<file path="src/rtl/mp_uart_rx_pkg.sv">
// Shared types for the nine-bit address-filtering receiver.
package mp_uart_rx_pkg;

    // Receive sequencer states.
    typedef enum logic [1:0] {
        RX_IDLE  = 2'd0,
        RX_START = 2'd1,
        RX_BITS  = 2'd2,
        RX_STOP  = 2'd3
    } rx_state_t;

endpackage

</file>
<file path="src/rtl/mp_uart_rx_sync.sv">
// Line synchronizer.
// Brings the asynchronous serial input into the clock domain through a
// chain of STAGES flops. The chain resets to the idle (high) level, so a
// low line during reset is not mistaken for a start bit.
// Assumes STAGES >= 2.
module mp_uart_rx_sync #(
    parameter int STAGES = 2
) (
    input  logic clk,
    input  logic rst_n,
    input  logic d_in,
    output logic q_out
);

    logic [STAGES-1:0] chain;

    // Shift the raw line through the flop chain.
    always_ff @(posedge clk) begin
        if (!rst_n) begin
            chain <= '1;
        end else begin
            chain <= {chain[STAGES-2:0], d_in};
        end
    end

    assign q_out = chain[STAGES-1];

endmodule

</file>
<file path="src/rtl/mp_uart_rx_framer.sv">
// Frame sequencer.
// Detects a start bit and confirms it at its midpoint. It then samples
// FRAME_BITS payload bits, least significant first, once every OVS ticks,
// and finally samples the stop bit. When the stop bit is sampled, it emits
// a one-cycle done pulse together with the stop level and the payload.
// Assumes OVS is even and baud_tick is a single-cycle pulse.
module mp_uart_rx_framer
    import mp_uart_rx_pkg::*;
#(
    parameter int OVS        = 16,
    parameter int FRAME_BITS = 9
) (
    input  logic                  clk,
    input  logic                  rst_n,
    input  logic                  tick,
    input  logic                  line,
    output logic                  done,
    output logic                  stop_ok,
    output logic [FRAME_BITS-1:0] payload
);

    localparam int CNT_W = $clog2(OVS);
    localparam int IDX_W = $clog2(FRAME_BITS + 1);
    localparam int HALF  = OVS / 2;

    rx_state_t                 state;
    logic [CNT_W-1:0]          cnt;
    logic [IDX_W-1:0]          idx;
    logic [FRAME_BITS-1:0]     shreg;

    // Step through the frame one tick at a time and sample at mid-bit.
    always_ff @(posedge clk) begin
        if (!rst_n) begin
            state   <= RX_IDLE;
            cnt     <= '0;
            idx     <= '0;
            shreg   <= '0;
            done    <= 1'b0;
            stop_ok <= 1'b0;
        end else begin
            done <= 1'b0;
            if (tick) begin
                case (state)
                    RX_IDLE: begin
                        if (!line) begin
                            state <= RX_START;
                            cnt   <= '0;
                        end
                    end
                    RX_START: begin
                        if (cnt == CNT_W'(HALF - 1)) begin
                            cnt <= '0;
                            idx <= '0;
                            state <= line ? RX_IDLE : RX_BITS;
                        end else begin
                            cnt <= cnt + 1'b1;
                        end
                    end
                    RX_BITS: begin
                        if (cnt == CNT_W'(OVS - 1)) begin
                            cnt   <= '0;
                            shreg <= {line, shreg[FRAME_BITS-1:1]};
                            if (idx == IDX_W'(FRAME_BITS - 1)) begin
                                state <= RX_STOP;
                            end else begin
                                idx <= idx + 1'b1;
                            end
                        end else begin
                            cnt <= cnt + 1'b1;
                        end
                    end
                    RX_STOP: begin
                        if (cnt == CNT_W'(OVS - 1)) begin
                            cnt     <= '0;
                            done    <= 1'b1;
                            stop_ok <= line;
                            state   <= RX_IDLE;
                        end else begin
                            cnt <= cnt + 1'b1;
                        end
                    end
                    default: state <= RX_IDLE;
                endcase
            end
        end
    end

    assign payload = shreg;

endmodule

</file>
<file path="src/rtl/mp_uart_rx_accept.sv">
// Acceptance filter and status flags.
// On each completed frame, decides whether to keep it. A frame with a low
// stop bit only sets the framing-error flag. A frame with a high stop bit
// is kept when the filter enable is low or the ninth bit is high. A kept
// frame loads the byte and the ninth bit and raises the interrupt flag,
// and it sets overrun when the interrupt flag was still set. The clear
// strobe drops all flags. A set in the same cycle wins over the clear.
module mp_uart_rx_accept #(
    parameter int DATA_W = 8
) (
    input  logic              clk,
    input  logic              rst_n,
    input  logic              done,
    input  logic              stop_ok,
    input  logic [DATA_W:0]   payload,
    input  logic              filt_en,
    input  logic              clr,
    output logic [DATA_W-1:0] byte_q,
    output logic              bit9_q,
    output logic              irq_q,
    output logic              ferr_q,
    output logic              ovr_q
);

    logic keep;
    logic bad_stop;

    // Acceptance decision for the frame that just ended.
    always_comb begin
        keep     = done && stop_ok && (!filt_en || payload[DATA_W]);
        bad_stop = done && !stop_ok;
    end

    // Load the data registers for a kept frame only.
    always_ff @(posedge clk) begin
        if (!rst_n) begin
            byte_q <= '0;
            bit9_q <= 1'b0;
        end else if (keep) begin
            byte_q <= payload[DATA_W-1:0];
            bit9_q <= payload[DATA_W];
        end
    end

    // Maintain the sticky flags; a set wins over a clear in the same cycle.
    always_ff @(posedge clk) begin
        if (!rst_n) begin
            irq_q  <= 1'b0;
            ferr_q <= 1'b0;
            ovr_q  <= 1'b0;
        end else begin
            if (keep)          irq_q <= 1'b1;
            else if (clr)      irq_q <= 1'b0;
            if (bad_stop)      ferr_q <= 1'b1;
            else if (clr)      ferr_q <= 1'b0;
            if (keep && irq_q) ovr_q <= 1'b1;
            else if (clr)      ovr_q <= 1'b0;
        end
    end

endmodule

</file>
<file path="src/rtl/mp_uart_rx.sv">
// Nine-bit address-filtering serial receiver (top).
// Chains the line synchronizer, the frame sequencer and the acceptance
// filter. Assumes baud_tick pulses at OVS times the bit rate and that
// software holds mp_en steady around the stop bit.
module mp_uart_rx #(
    parameter int DATA_W     = 8,
    parameter int OVS        = 16,
    parameter int SYNC_STAGES = 2
) (
    input  logic              clk,
    input  logic              rst_n,
    input  logic              baud_tick,
    input  logic              rx_in,
    input  logic              mp_en,
    input  logic              irq_clr,
    output logic [DATA_W-1:0] rx_byte,
    output logic              rx_bit9,
    output logic              rx_irq,
    output logic              frame_err,
    output logic              overrun
);

    localparam int FRAME_BITS = DATA_W + 1;

    logic                  line_s;
    logic                  f_done;
    logic                  f_stop_ok;
    logic [FRAME_BITS-1:0] f_payload;
    logic                  f_bit9;

    assign f_bit9 = f_payload[FRAME_BITS-1];

    mp_uart_rx_sync #(.STAGES(SYNC_STAGES)) i_sync (
        .clk   (clk),
        .rst_n (rst_n),
        .d_in  (rx_in),
        .q_out (line_s)
    );

    mp_uart_rx_framer #(.OVS(OVS), .FRAME_BITS(FRAME_BITS)) i_framer (
        .clk     (clk),
        .rst_n   (rst_n),
        .tick    (baud_tick),
        .line    (line_s),
        .done    (f_done),
        .stop_ok (f_stop_ok),
        .payload (f_payload)
    );

    mp_uart_rx_accept #(.DATA_W(DATA_W)) i_accept (
        .clk     (clk),
        .rst_n   (rst_n),
        .done    (f_done),
        .stop_ok (f_stop_ok),
        .payload (f_payload),
        .filt_en (mp_en),
        .clr     (irq_clr),
        .byte_q  (rx_byte),
        .bit9_q  (rx_bit9),
        .irq_q   (rx_irq),
        .ferr_q  (frame_err),
        .ovr_q   (overrun)
    );

endmodule

</file>
<file path="config.mk">
export PLATFORM = sky130hd
export DESIGN_NAME = mp_uart_rx
export DESIGN_NICKNAME = d
export VERILOG_FILES = /design/src/rtl/mp_uart_rx_pkg.sv /design/src/rtl/mp_uart_rx_sync.sv /design/src/rtl/mp_uart_rx_framer.sv /design/src/rtl/mp_uart_rx_accept.sv /design/src/rtl/mp_uart_rx.sv
export SDC_FILE = /design/constraint.sdc
export NUM_CORES = 1
export LEC_CHECK = 0
export BUFFER_PORTS_ARGS = -buffer_cell sky130_fd_sc_hd__clkbuf_2
export CAP_MARGIN = 20
export CORE_ASPECT_RATIO = 1.1
export CORE_MARGIN = 2
export CORE_UTILIZATION = 46
export DETAILED_ROUTE_END_ITERATION = 12
export GPL_ROUTABILITY_DRIVEN = 0
export HOLD_SLACK_MARGIN = 0.12
export PLACE_DENSITY = 0.75
export SLEW_MARGIN = 30
export SYNTH_ARGS = -nofsm -noshare
export SYNTH_HDL_FRONTEND = slang
export SYNTH_SLANG_ARGS = --single-unit
</file>
<file path="constraint.sdc">
create_clock -name clk -period 1.7 [get_ports clk]
set_input_delay 0.34 -clock clk [delete_from_list [all_inputs] [get_ports clk]]
set_output_delay 0.34 -clock clk [all_outputs]
set_load 0.01 [all_outputs]
</file>
* Yosys cells after proc, flatten, opt, wreduce, memory -nomap -nowiden *
Cells that the tools add are included.

word-level totals
  memories kept = 0
  register bits after elaboration = 35
  memory bits (read-only) = 0
  bits of input ports = 6
  output and inout bits = 12
  logic and storage cells = 65
  bits in writable memories = 0
  bits in latches = 0

cells by class
  div/mod/pow operators = 0
  $mul = 0
  $lt $le $gt $ge = 0
  eq/ne operators = 12
  mux-type cells = 20
  add/subtract/negate cells = 2
  shift operators = 0
  bitwise logic cells = 0
  reductions and logical operators = 19

operators with widths
  cell                   count
  $mux W4                6
  $mux W2                6
  $pmux W4 S3            1
  $reduce_and A3 Y1      3
  $add A4 B1 Y4 const B  2
  $eq A4 B4 Y1 const B   2
  $ne A2 B1 Y1 const B   4
  $pmux W2 S4            1
  $pmux W4 S2            1
  $reduce_bool A2 Y1     4
  $reduce_and A6 Y1      1
  $mux W1                5
  $reduce_and A5 Y1      1
  $eq A2 B2 Y1 const B   2
  $eq A4 B3 Y1 const B   1
  $logic_and A1 B1 Y1    4
  $ne A2 B2 Y1 const B   2
  $eq A2 B1 Y1 const B   1
  $logic_not A1 Y1       2
  $logic_not A2 Y1       1
  $reduce_and A2 Y1      1
  $reduce_or A2 Y1       1
  $logic_or A1 B1 Y1     1

* Depth between registers and ports, before layout *
  depth after elaboration = 5
  gate-level depth with buffers = 6
  mapped depth without buffers = 6

* Hierarchy *
From an unflattened synthesis, not the netlist that was laid out.

unflattened totals
  cells, all modules = 167
  area total of the unflattened synthesis = 1584.0 um2

by module, submodules not included
  module             sequential area each (um2)  instances  area an instance (um2)  cells each
  mp_uart_rx_framer  420.4                       1          1043.5                  110
  mp_uart_rx_accept  240.2                       1          488.0                   53
  mp_uart_rx_sync    40.0                        1          52.6                    4

* Worst setup path before layout *
OpenSTA, ideal clock, no wires.

  path kind = register to register
  from = register i_framer.cnt[0]
  to = register i_framer.shreg[1], in the netlist i_framer.payload[1]
  required time = 1.572 ns
  path slack = 0.238 ns
  arrival time = 1.334 ns
  period minus slack after synthesis = 1.462 ns
  library setup time = 0.128 ns
  stages on the path, launching flop included = 7
  buffers on the path = 1
  cells stage by stage = dfxtp_1 -> ha_1 -> nand3_2 -> nor3_1 -> buf_4 -> mux2i_1 -> nor2_1

between the ends
  word-level cells in the longest chain between the ends = 2

RTL lines
  item                         RTL line                 text
  start: declaration           mp_uart_rx_framer.sv:27  logic [CNT_W-1:0] cnt;
  start signal: assignment     mp_uart_rx_framer.sv:56  cnt <= cnt + 1'b1;
  start signal: assignment     mp_uart_rx_framer.sv:69  cnt <= cnt + 1'b1;
  start signal: assignment     mp_uart_rx_framer.sv:79  cnt <= cnt + 1'b1;
  $eq A4 B4 Y1                 mp_uart_rx_framer.sv:60  if (cnt == CNT_W'(OVS - 1)) begin
  $reduce_and A3 Y1 (no line)  -
  end signal: assignment       mp_uart_rx_framer.sv:62  shreg <= {line, shreg[FRAME_BITS-1:1]};
  end: declaration             mp_uart_rx_framer.sv:29  logic [FRAME_BITS-1:0] shreg;

No other way between the ends.
A chain may end at the register's enable or synchronous reset.

* Worst setup path in the final report *
  from = register i_framer.state[0]
  to = register i_framer.cnt[3]

between the ends
  word-level cells in the longest chain between the ends = 3
  elaborated cells on any way between the ends = 8
  classes of those cells = eq/ne (4); mux (1); reduce/logical (3)

RTL lines
  item                                                        RTL line                 text
  start: declaration                                          mp_uart_rx_framer.sv:26  rx_state_t state;
  start signal: assignment                                    mp_uart_rx_framer.sv:54  state <= line ? RX_IDLE : RX_BITS;
  $eq A2 B2 Y1 or $logic_not A2 Y1 (tied branches)            mp_uart_rx_framer.sv:43  case (state)
  $reduce_or A2 Y1 (no line) or $ne A2 B2 Y1 (tied branches)  -
  $pmux W4 S3 or $reduce_and A2 Y1 (tied branches)            -

Several ways; a longest one is shown, not always the timed one.

==> out/metrics.cfg <==
[outcome]
status = complete, no violations

[finish]
final_cells = 211
final_nets = 185
drive_gt1_share_pct = 22.0
area_growth_pct = 17.4
mostFrequentLayoutCell = dfxtp_1
final_cell_mix = 32 x dfxtp_1, 24 x nor2_1, 19 x mux2i_1, 17 x clkbuf_2, 11 x a21oi_1
diodes = 0

[global_routing]
grt_max_degree = 33
first_global_vias = 1115
grt_pass1_wl_mm = 4.71
track_usage_pct = 16.4
antenna_found_initial = 0
grt_overflow = 0

[sta]
period_share_pct = 94.3
maxSlewHeadroom_pct = 72.8
worstMarginPinSlew_ps = 404
max_freq_mhz = 624
hold_viol_final = 0
slew_violations = 0
holdWs_ps = 187
fin_skew_ps = 9.47
tns_ps = 0
setup_viol = 0
grt_setup_unrepaired = no
layout_min_cycle_time_ps = 1600

[cts]
clk_pin_slew_worst_paths_ps = 100
post_cts_buffers = 0
htree_levels = 2
clock-sinks = 35
hold_buffers = 0
clock_latency_ps = 330
root_buffer = clkbuf_4
cts-buffers-inserted = 5
cts_max_path_buffers = 2
ctsResizeCount = 0
cts_tree = done

[floorplan]
ios = 18
fp.coreArea_sq_um = 3050
die_x_um = 57.8
num_rows = 21
dieArea_sq_um = 3660
die_h_um = 63.2
start_util_pct = 48.1

[synthesis]
yosysUniqueCellTypes = 35
yosysWarnings = 0
synth-edff-count = 0
synth_area_sq_um = 1470
synthCells = 156
synthArstFlopShare_pct = 0
syn_nets = 165
syn_area_per_cell_sq_um = 9.40
synth_seq_cells = 35
synth.yosys.seq_area_share_pct = 47.8
synth_top_flop_cell = dfxtp_1

[setup_path]
r2r-end = i_framer.cnt[3]$_SDFFE_PN0P_
r2r_cells = 4
end_kind = register
regToRegStartpoint = i_framer.state[0]$_SDFFE_PN0P_
rrSetupSlack_ps = 100
crit_type = register to register
worstPathArrival_ps = 1850
crit_fanout = 10
required_ps = 1950
critPathLaunchType = register

[drt]
remaining_drc_errors = 0
wl_per_cell_um = 12.9
vias = 1188
drtPass1Iterations = 4
ant_nets = 0
wl_met2_mm = 1.29
viasPerCell = 5.63
highest_layer = met4
wl_mm = 2.72
met3_length_um = 125
drt_iter0_markers = 19
drt-met1-wl_mm = 1.24

[flow_run]
drv_cap = 0

[hold_path]
hold_class = primary input to register
hp-start = rx_in
holdPathEnd = i_sync.chain[0]$_SDFF_PN1_
whs_path_depth = 2

[power_and_ir_drop]
power.leakage_uw = 0.000631
p_per_area_nw_per_um2 = 927
worst_ir_drop_vdd_mv = 0.743

[place]
portBuffers = 17
dp_hpwl_mm = 1.81
dp_cells = 202

==> where the power goes <==
part	internal (uW)	switching (uW)	leakage (uW)
combinational	12.7	24.2	0.000294
sequential	823	4.71	0.000284
clock	459	271	0.0000525
total	1290	300	0.000631
==> worst max-delay path, stage by stage, from the launching register on <==
cell and delay [ps]:
dfxtp_1 550, or2_2 210, nand4_1 140, or4_1 500, o211ai_1 110
==> flip-flops by register name (all words and copies together), names as in the netlist, named ones only <==
name	count
i_framer.idx	4
i_framer.done	1
i_accept.byte_q	8
i_framer.state	1
i_sync.chain	2
i_accept.ovr_q	1
i_accept.bit9_q	1
i_framer.cnt	4
i_accept.irq_q	1
i_accept.ferr_q	1
i_framer.payload	9
i_framer.stop_ok	1
==> routing by layer <==
metal / global-route usage (%) / vias up
met1: 19.5 / 562
met2: 25.6 / 28
li1: - / 593
met3: 5.75 / 5
met5: 0 / -
met4: 9.01 / 0
==> synthesized netlist by cell type (2+ instances only) <==
cell type	number	area, sq um
buf_6	2	22.5
dfxtp_1	35	701
nand3b_1	2	15.0
or4_1	2	15.0
buf_4	2	15.0
nand3_1	4	20.0
a21oi_1	11	55.1
o22ai_1	2	12.5
or2_2	2	12.5
ha_1	3	37.5
o21ai_0	6	30.0
mux2i_1	19	190
nor3_1	2	10.0
nand4_1	5	31.3
nor2_1	24	90.1
nand2b_1	4	25.0
nand2_1	6	22.5
a31oi_1	2	12.5
inv_1	6	22.5
buf_1	2	7.51
==> final cells by class <==
class / count / area, sq um
fill: 271 / 1330
multi-input combinational: 107 / 732
sequential: 35 / 704
clock buffer: 6 / 41.3
timing repair buffer: 21 / 119
inverter: 6 / 22.5
tap: 34 / 42.5
clock inverter: 2 / 60.1
==> how the worst max path moves through the flow <==
stage,endpoint,start,cells after the start
after global routing,i_framer.payload[6]$_SDFFE_PN0P_,i_framer.cnt[1]$_SDFFE_PN0P_,6
after CTS,i_framer.payload[0]$_SDFFE_PN0P_,i_framer.cnt[0]$_SDFFE_PN0P_,6
final,i_framer.cnt[3]$_SDFFE_PN0P_,i_framer.state[0]$_SDFFE_PN0P_,4
after detailed placement,i_framer.payload[3]$_SDFFE_PN0P_,i_framer.cnt[0]$_SDFFE_PN0P_,6
after floorplan,i_framer.payload[1]$_SDFFE_PN0P_,i_framer.cnt[0]$_SDFFE_PN0P_,6
after global placement,i_framer.payload[1]$_SDFFE_PN0P_,i_framer.cnt[0]$_SDFFE_PN0P_,6
==> per-stage QoR <==
step,cell area (sq um),setup slack [ps],util [%],power [uW]
6_report,1720,96.4,56.5,1600
4_1_cts,1660,4.62,54.6,1610
3_5_place_dp,1560,27.0,51.3,881
2_1_floorplan,1470,238,-,867
3_3_place_gp,1560,121,51.3,880
5_1_grt,1720,16.4,56.5,1660
==> kinds of logic (layout without fill, tap and decap cells) <==
kind of cell	count (synthesis)	after routing	synth area share (%)
DFF	35	35	47.8
muxes	19	19	13.0
and+or+nand+nor	58	58	20.6
adders and majority gates	3	3	2.56
AOI/OAI and AO/OA	26	26	10.3
buffers and inverters	14	35	5.20
xor gates and xnor gates	1	1	0.597
Power figures use the tool's default switching activity.
